[src/rtl/shc_pkg.sv]
package shc_pkg;
   typedef enum logic [1:0] {
      SHC_LSL  = 2'b00,
      SHC_LSR  = 2'b01,
      SHC_ROR  = 2'b10,
      SHC_PASS = 2'b11
   } shc_op_e;
endpackage

[src/rtl/shc_rotator.sv]
// Logarithmic right rotator: one stage per bit of the rotate count.
module shc_rotator #(
   parameter int WIDTH = 32,
   localparam int LOG2W = $clog2(WIDTH)
) (
   input  logic [WIDTH-1:0] data_i,
   input  logic [LOG2W-1:0] rot_i,
   output logic [WIDTH-1:0] data_o
);
   logic [LOG2W:0][WIDTH-1:0] stage;

   assign stage[0] = data_i;

   for (genvar s = 0; s < LOG2W; s++) begin : g_stage
      localparam int STEP = 2 ** s;
      assign stage[s+1] = rot_i[s]
                          ? {stage[s][STEP-1:0], stage[s][WIDTH-1:STEP]}
                          : stage[s];
   end

   assign data_o = stage[LOG2W];
endmodule

[src/rtl/shc_mask_gen.sv]
// Builds the keep mask that zero-fills vacated positions after rotation.
module shc_mask_gen
   import shc_pkg::*;
#(
   parameter int WIDTH = 32,
   parameter int AMT_W = 8,
   localparam int CW = AMT_W + 2
) (
   input  shc_op_e          op_i,
   input  logic [AMT_W-1:0] amt_i,
   output logic [WIDTH-1:0] keep_o
);
   logic [CW-1:0] amt_ext;
   assign amt_ext = CW'(amt_i);

   for (genvar i = 0; i < WIDTH; i++) begin : g_bit
      logic keep_left;
      logic keep_right;
      // left shift keeps bit i when i >= n; right shift keeps it when i + n < WIDTH
      assign keep_left  = (CW'(i) >= amt_ext);
      assign keep_right = ((amt_ext + CW'(i)) < CW'(WIDTH));

      always_comb begin
         unique case (op_i)
            SHC_LSL: keep_o[i] = keep_left;
            SHC_LSR: keep_o[i] = keep_right;
            default: keep_o[i] = 1'b1;
         endcase
      end
   end
endmodule

[src/rtl/shc_carry_sel.sv]
// Chooses the carry-out from the rotator's edge bits and the count range.
module shc_carry_sel
   import shc_pkg::*;
#(
   parameter int WIDTH = 32,
   parameter int AMT_W = 8,
   localparam int CW = AMT_W + 2
) (
   input  shc_op_e          op_i,
   input  logic [AMT_W-1:0] amt_i,
   input  logic             carry_i,
   input  logic             upd_i,
   input  logic             rot_lsb_i,
   input  logic             rot_msb_i,
   output logic             carry_o,
   output logic             valid_o
);
   logic amt_zero;
   logic beyond;

   assign amt_zero = (amt_i == '0);
   assign beyond   = (CW'(amt_i) > CW'(WIDTH));
   assign valid_o  = upd_i && !amt_zero && (op_i != SHC_PASS);

   always_comb begin
      carry_o = carry_i;
      if (valid_o) begin
         unique case (op_i)
            SHC_LSL: carry_o = beyond ? 1'b0 : rot_lsb_i;
            SHC_LSR: carry_o = beyond ? 1'b0 : rot_msb_i;
            SHC_ROR: carry_o = rot_msb_i;
            default: carry_o = carry_i;
         endcase
      end
   end
endmodule

[src/rtl/shc_shifter.sv]
module shc_shifter
   import shc_pkg::*;
#(
   parameter int WIDTH = 32,
   parameter int AMT_W = 8,
   localparam int LOG2W = $clog2(WIDTH)
) (
   input  logic [WIDTH-1:0] opnd_i,
   input  logic [AMT_W-1:0] amt_i,
   input  logic [1:0]       op_i,
   input  logic             carry_i,
   input  logic             flag_upd_i,
   output logic [WIDTH-1:0] result_o,
   output logic             carry_o,
   output logic             carry_vld_o
);
   if (WIDTH < 2 || (WIDTH & (WIDTH - 1)) != 0) begin : g_bad_width
      $error("shc_shifter: WIDTH must be a power of two of at least 2");
   end
   if (AMT_W < LOG2W + 1) begin : g_bad_amt
      $error("shc_shifter: AMT_W too narrow to express counts up to WIDTH");
   end

   shc_op_e          op;
   logic [LOG2W-1:0] amt_low;
   logic [LOG2W-1:0] rot_amt;
   logic [WIDTH-1:0] rotated;
   logic [WIDTH-1:0] keep;

   assign op      = shc_op_e'(op_i);
   assign amt_low = amt_i[LOG2W-1:0];

   // a left shift by n is a right rotation by (WIDTH - n) mod WIDTH
   always_comb begin
      unique case (op)
         SHC_LSL:          rot_amt = '0 - amt_low;
         SHC_LSR, SHC_ROR: rot_amt = amt_low;
         default:          rot_amt = '0;
      endcase
   end

   shc_rotator #(.WIDTH(WIDTH)) rot_i (
      .data_i (opnd_i),
      .rot_i  (rot_amt),
      .data_o (rotated)
   );

   shc_mask_gen #(.WIDTH(WIDTH), .AMT_W(AMT_W)) mask_i (
      .op_i   (op),
      .amt_i  (amt_i),
      .keep_o (keep)
   );

   shc_carry_sel #(.WIDTH(WIDTH), .AMT_W(AMT_W)) carry_sel_i (
      .op_i      (op),
      .amt_i     (amt_i),
      .carry_i   (carry_i),
      .upd_i     (flag_upd_i),
      .rot_lsb_i (rotated[0]),
      .rot_msb_i (rotated[WIDTH-1]),
      .carry_o   (carry_o),
      .valid_o   (carry_vld_o)
   );

   assign result_o = rotated & keep;
endmodule

[config.mk]
export PLATFORM = sky130hd
export DESIGN_NAME = shc_shifter
export DESIGN_NICKNAME = d
export VERILOG_FILES = /design/src/rtl/shc_pkg.sv /design/src/rtl/shc_rotator.sv /design/src/rtl/shc_mask_gen.sv /design/src/rtl/shc_carry_sel.sv /design/src/rtl/shc_shifter.sv
export SDC_FILE = /design/constraint.sdc
export NUM_CORES = 1
export LEC_CHECK = 0
export ABC_CLOCK_PERIOD_IN_PS = 2950
export BUFFER_PORTS_ARGS = -buffer_cell sky130_fd_sc_hd__buf_2
export CORE_ASPECT_RATIO = 1.2
export CORE_MARGIN = 2
export CORE_UTILIZATION = 30
export DETAILED_ROUTE_END_ITERATION = 12
export SYNTH_ARGS = -nofsm -noshare
export SYNTH_HDL_FRONTEND = slang
export SYNTH_SLANG_ARGS = --single-unit
[constraint.sdc]
create_clock -name vclk -period 2.95
set_clock_uncertainty 0.1 [all_clocks]
set_input_delay 0.1475 -clock vclk [all_inputs]
set_output_delay 0.1475 -clock vclk [all_outputs]
set_load 0.02 [all_outputs]
==> run_summary.xml <==
<?xml version="1.0" encoding="UTF-8"?>
<metrics>
  <group name="logic_synthesis">
    <metric name="syn_avg_cell_area" unit="sq um">7.394</metric>
    <metric name="synth_compound_gate_area_share" unit="%">24.73</metric>
    <metric name="synthMuxAreaShare" unit="%">37.96</metric>
    <metric name="syn-instance-count" unit="">587</metric>
    <metric name="synth.distinct_cells" unit="">63</metric>
    <metric name="yosys.area_share.xor_xnor" unit="%">3.027</metric>
    <metric name="synthesis.area" unit="sq um">4340</metric>
    <metric name="synth_top_family_by_area" unit="">multiplexers</metric>
    <metric name="post_syn_nets" unit="">642</metric>
    <metric name="yosys.area_share.adder" unit="%">3.171</metric>
    <metric name="synth-warning-count" unit="">0</metric>
    <metric name="synth-simple-area-share" unit="%">21.85</metric>
    <metric name="sequential_to_total_area_share_from_yosys_stat" unit="%">0</metric>
  </group>
  <group name="layout">
    <metric name="area.growth.synth_to_final" unit="%">20.47</metric>
    <metric name="nFillCells" unit="">1548</metric>
    <metric name="antenna-diode-count" unit="">0</metric>
    <metric name="flops_and_latches" unit="">0</metric>
    <metric name="nets" unit="">723</metric>
    <metric name="regArea" unit="sq um">0</metric>
    <metric name="most_frequent_cells_in_the_layout" unit="">mux2i_1, buf_2, nand2_1</metric>
    <metric name="most_frequent_standard_cell_in_the_layout_excluding_fill_and_tap_cells" unit="">mux2i_1</metric>
    <metric name="drive_above_1_share" unit="%">30.18</metric>
    <metric name="layout.clock_buffers" unit="">0</metric>
    <metric name="multi_input_area" unit="sq um">3983</metric>
    <metric name="instances_no_fill" unit="">841</metric>
  </group>
  <group name="power_and_ir_drop">
    <metric name="power_per_cell_area" unit="nW/um^2">267.3</metric>
    <metric name="total_leakage_power" unit="nW">2.343</metric>
    <metric name="worst_vdd_rail_ir_drop" unit="mV">0.1758</metric>
  </group>
  <group name="routing">
    <metric name="met3RoutedLength" unit="microns">1456</metric>
    <metric name="wl" unit="microns">18020</metric>
    <metric name="viasPerCell" unit="">6.208</metric>
    <metric name="drt_iter0_drc" unit="">457</metric>
    <metric name="route.detailed.wl_per_inst" unit="microns">21.43</metric>
    <metric name="max_layer_used" unit="">met4</metric>
    <metric name="via_count" unit="">5221</metric>
    <metric name="drt_drc_violations_left" unit="">0</metric>
    <metric name="route.antenna.remaining_nets" unit="">0</metric>
    <metric name="metal2_wl" unit="microns">8805</metric>
    <metric name="detailedRoute.firstPassIterationCount" unit="">5</metric>
    <metric name="wirelength_met1" unit="microns">7007</metric>
  </group>
  <group name="floorplanning">
    <metric name="core.rowCount" unit="">48</metric>
    <metric name="die_x" unit="microns">113.8</metric>
    <metric name="initial_utilization" unit="%">30.37</metric>
    <metric name="die_h" unit="microns">135.8</metric>
    <metric name="core_region_area" unit="sq um">14290</metric>
    <metric name="boundaryPins" unit="">78</metric>
    <metric name="die_area" unit="sq um">15450</metric>
  </group>
  <group name="global_routing">
    <metric name="grt_pass1_vias" unit="">4855</metric>
    <metric name="residual_overflow_from_global_routing" unit="">0</metric>
    <metric name="track_usage" unit="%">22.23</metric>
    <metric name="pin_count_of_the_biggest_net_entering_global_routing" unit="">38</metric>
    <metric name="antenna_found_initial" unit="">0</metric>
    <metric name="first_pass_grt_wire_length" unit="microns">27540</metric>
  </group>
  <group name="cts">
    <metric name="postCtsHoldBufs" unit="">0</metric>
  </group>
  <group name="job">
    <metric name="maxcap_viol_count" unit="">0</metric>
  </group>
  <group name="placement">
    <metric name="hpwl" unit="microns">14160</metric>
    <metric name="port_buffers" unit="">78</metric>
    <metric name="placed_cells" unit="">837</metric>
    <metric name="gp_routability_congestion" unit="">1.006</metric>
  </group>
  <group name="sta">
    <metric name="grt_setup_unrepaired" unit="">no</metric>
    <metric name="max_transition_margin" unit="%">50.55</metric>
    <metric name="setup_viol_count_final" unit="">0</metric>
    <metric name="max_clock_freq" unit="MHz">353.2</metric>
    <metric name="final.min_clock_period" unit="ns">2.831</metric>
    <metric name="tns" unit="ns">0</metric>
    <metric name="min_period_over_period" unit="%">95.98</metric>
    <metric name="report.final.slew_viol_count" unit="">0</metric>
    <metric name="worst-slew-pin-transition" unit="ns">0.7367</metric>
    <metric name="finalHoldViolations" unit="">0</metric>
  </group>
  <group name="critical_path">
    <metric name="endpoint" unit="">result_o[13]</metric>
    <metric name="worst-endpoint-required" unit="ns">2.70</metric>
    <metric name="end_kind" unit="">output pin</metric>
    <metric name="critPathLaunchType" unit="">primary input</metric>
    <metric name="critical_path.slowest_cell" unit="">mux4_2</metric>
    <metric name="timing_worst_setup_path_type" unit="">primary input to output pin</metric>
    <metric name="crit_path_cell_trace" unit="">buf_2 &gt; inv_1 &gt; ha_4 &gt; o211ai_4 &gt; buf_12 &gt; clkbuf_16 &gt; mux4_2 &gt; mux2i_1 &gt; mux2i_1 &gt; mux2i_1 &gt; a21oi_1 &gt; buf_2</metric>
    <metric name="crit_top_cell" unit="">mux2i_1</metric>
    <metric name="crit_fanout" unit="">8</metric>
    <metric name="critical_path.startpoint" unit="">op_i[0]</metric>
    <metric name="maximum_cell_stage_delay_along_the_critical_path" unit="ns">0.54</metric>
    <metric name="worst_ep_arrival_time" unit="ns">2.58</metric>
  </group>
  <group name="status">
    <metric name="run_status" unit="">finished, final reports clean</metric>
  </group>
  <group name="hold_path">
    <metric name="worst_hold_path_type" unit="">primary input to output pin</metric>
  </group>
</metrics>
==> power by group <==
| group | leakage, nW | switching [W] | internal, W |
|---|---|---|---|
| Sequential | 0 | 0 | 0 |
| Combinational | 2.34 | 0.000829 | 0.000569 |
| Clock | 0 | 0 | 0 |
==> worst min path at each step <==
stage / cells after the start / end / startpoint / slack (ns)
floorplan: 2 / carry_o / carry_i / 0.38
global placement: 3 / carry_vld_o / flag_upd_i / 0.62
detailed placement: 3 / carry_vld_o / flag_upd_i / 0.62
CTS: 3 / carry_vld_o / flag_upd_i / 0.62
global route: 3 / carry_vld_o / flag_upd_i / 0.62
finish: 3 / carry_vld_o / flag_upd_i / 0.61
==> cells in the mapped netlist (6+ instances only) <==
| library cell | instances | area [sq um] |
|---|---|---|
| buf_4 | 8 | 60.06 |
| o21ai_0 | 28 | 140.1 |
| buf_2 | 17 | 85.08 |
| mux2i_1 | 90 | 900.9 |
| nand2_1 | 74 | 277.8 |
| ha_1 | 11 | 137.6 |
| a21oi_1 | 56 | 280.3 |
| nand4_1 | 7 | 43.79 |
| nand3_1 | 29 | 145.1 |
| a221oi_1 | 10 | 87.58 |
| buf_6 | 7 | 78.83 |
| nor2_1 | 53 | 198.9 |
| nor3_1 | 9 | 45.04 |
| a31oi_1 | 8 | 50.05 |
| mux4_2 | 32 | 720.7 |
| clkbuf_1 | 18 | 67.56 |
| buf_1 | 8 | 30.03 |
| inv_1 | 12 | 45.04 |
| a311oi_1 | 6 | 52.55 |
| xnor2_1 | 15 | 131.4 |
==> per-layer routing <==
metal	track usage [%]	up-vias
li1	-	2392
met1	28.83	2432
met2	38.99	344
met3	1.298	53
met4	7.995	0
met5	0	-
==> layout make-up <==
class / count / area share, %
multi-input combinational: 513 / 76.17
inverter: 14 / 1.005
timing repair buffer: 139 / 18.64
tap: 175 / 4.188
==> through the flow <==
step           cell area (sq um)  utilization [%]  setup WS, ns  hold WS [ns]  power (W)
2_1_floorplan               4347                -       0.04747        0.3765  0.0009298
3_3_place_gp                5112            35.77       0.07761        0.6183   0.001335
3_5_place_dp                5112            35.77       0.06772        0.6159   0.001335
4_1_cts                     5112            35.77       0.05348        0.6163   0.001340
5_1_grt                     5229            36.58       0.03534        0.6198   0.001494
6_report                    5229            36.58        0.1186        0.6140   0.001397
==> what timing repair did <==
item / in CTS / in global routing
endpoints found under the setup margin: 0 / 10
resized for setup: 0 / 7
setup buffers: 0 / 1
==> logic make-up after synthesis <==
group / Yosys count
adder cells (fa/ha/maj): 11
AND/OR/NAND/NOR: 206
buffers and inverters: 74
AO/OA/AOI/OAI: 157
XOR/XNOR: 15
multiplexers: 124
==> critical path: cells and delay by family <==
family          cells  cell delay [ns]
compound gates      2             0.29
mux                 4             1.16
fa+ha+maj           1             0.23
buf+inv             5             0.75
No activity file was read; power rests on OpenSTA's default activity.
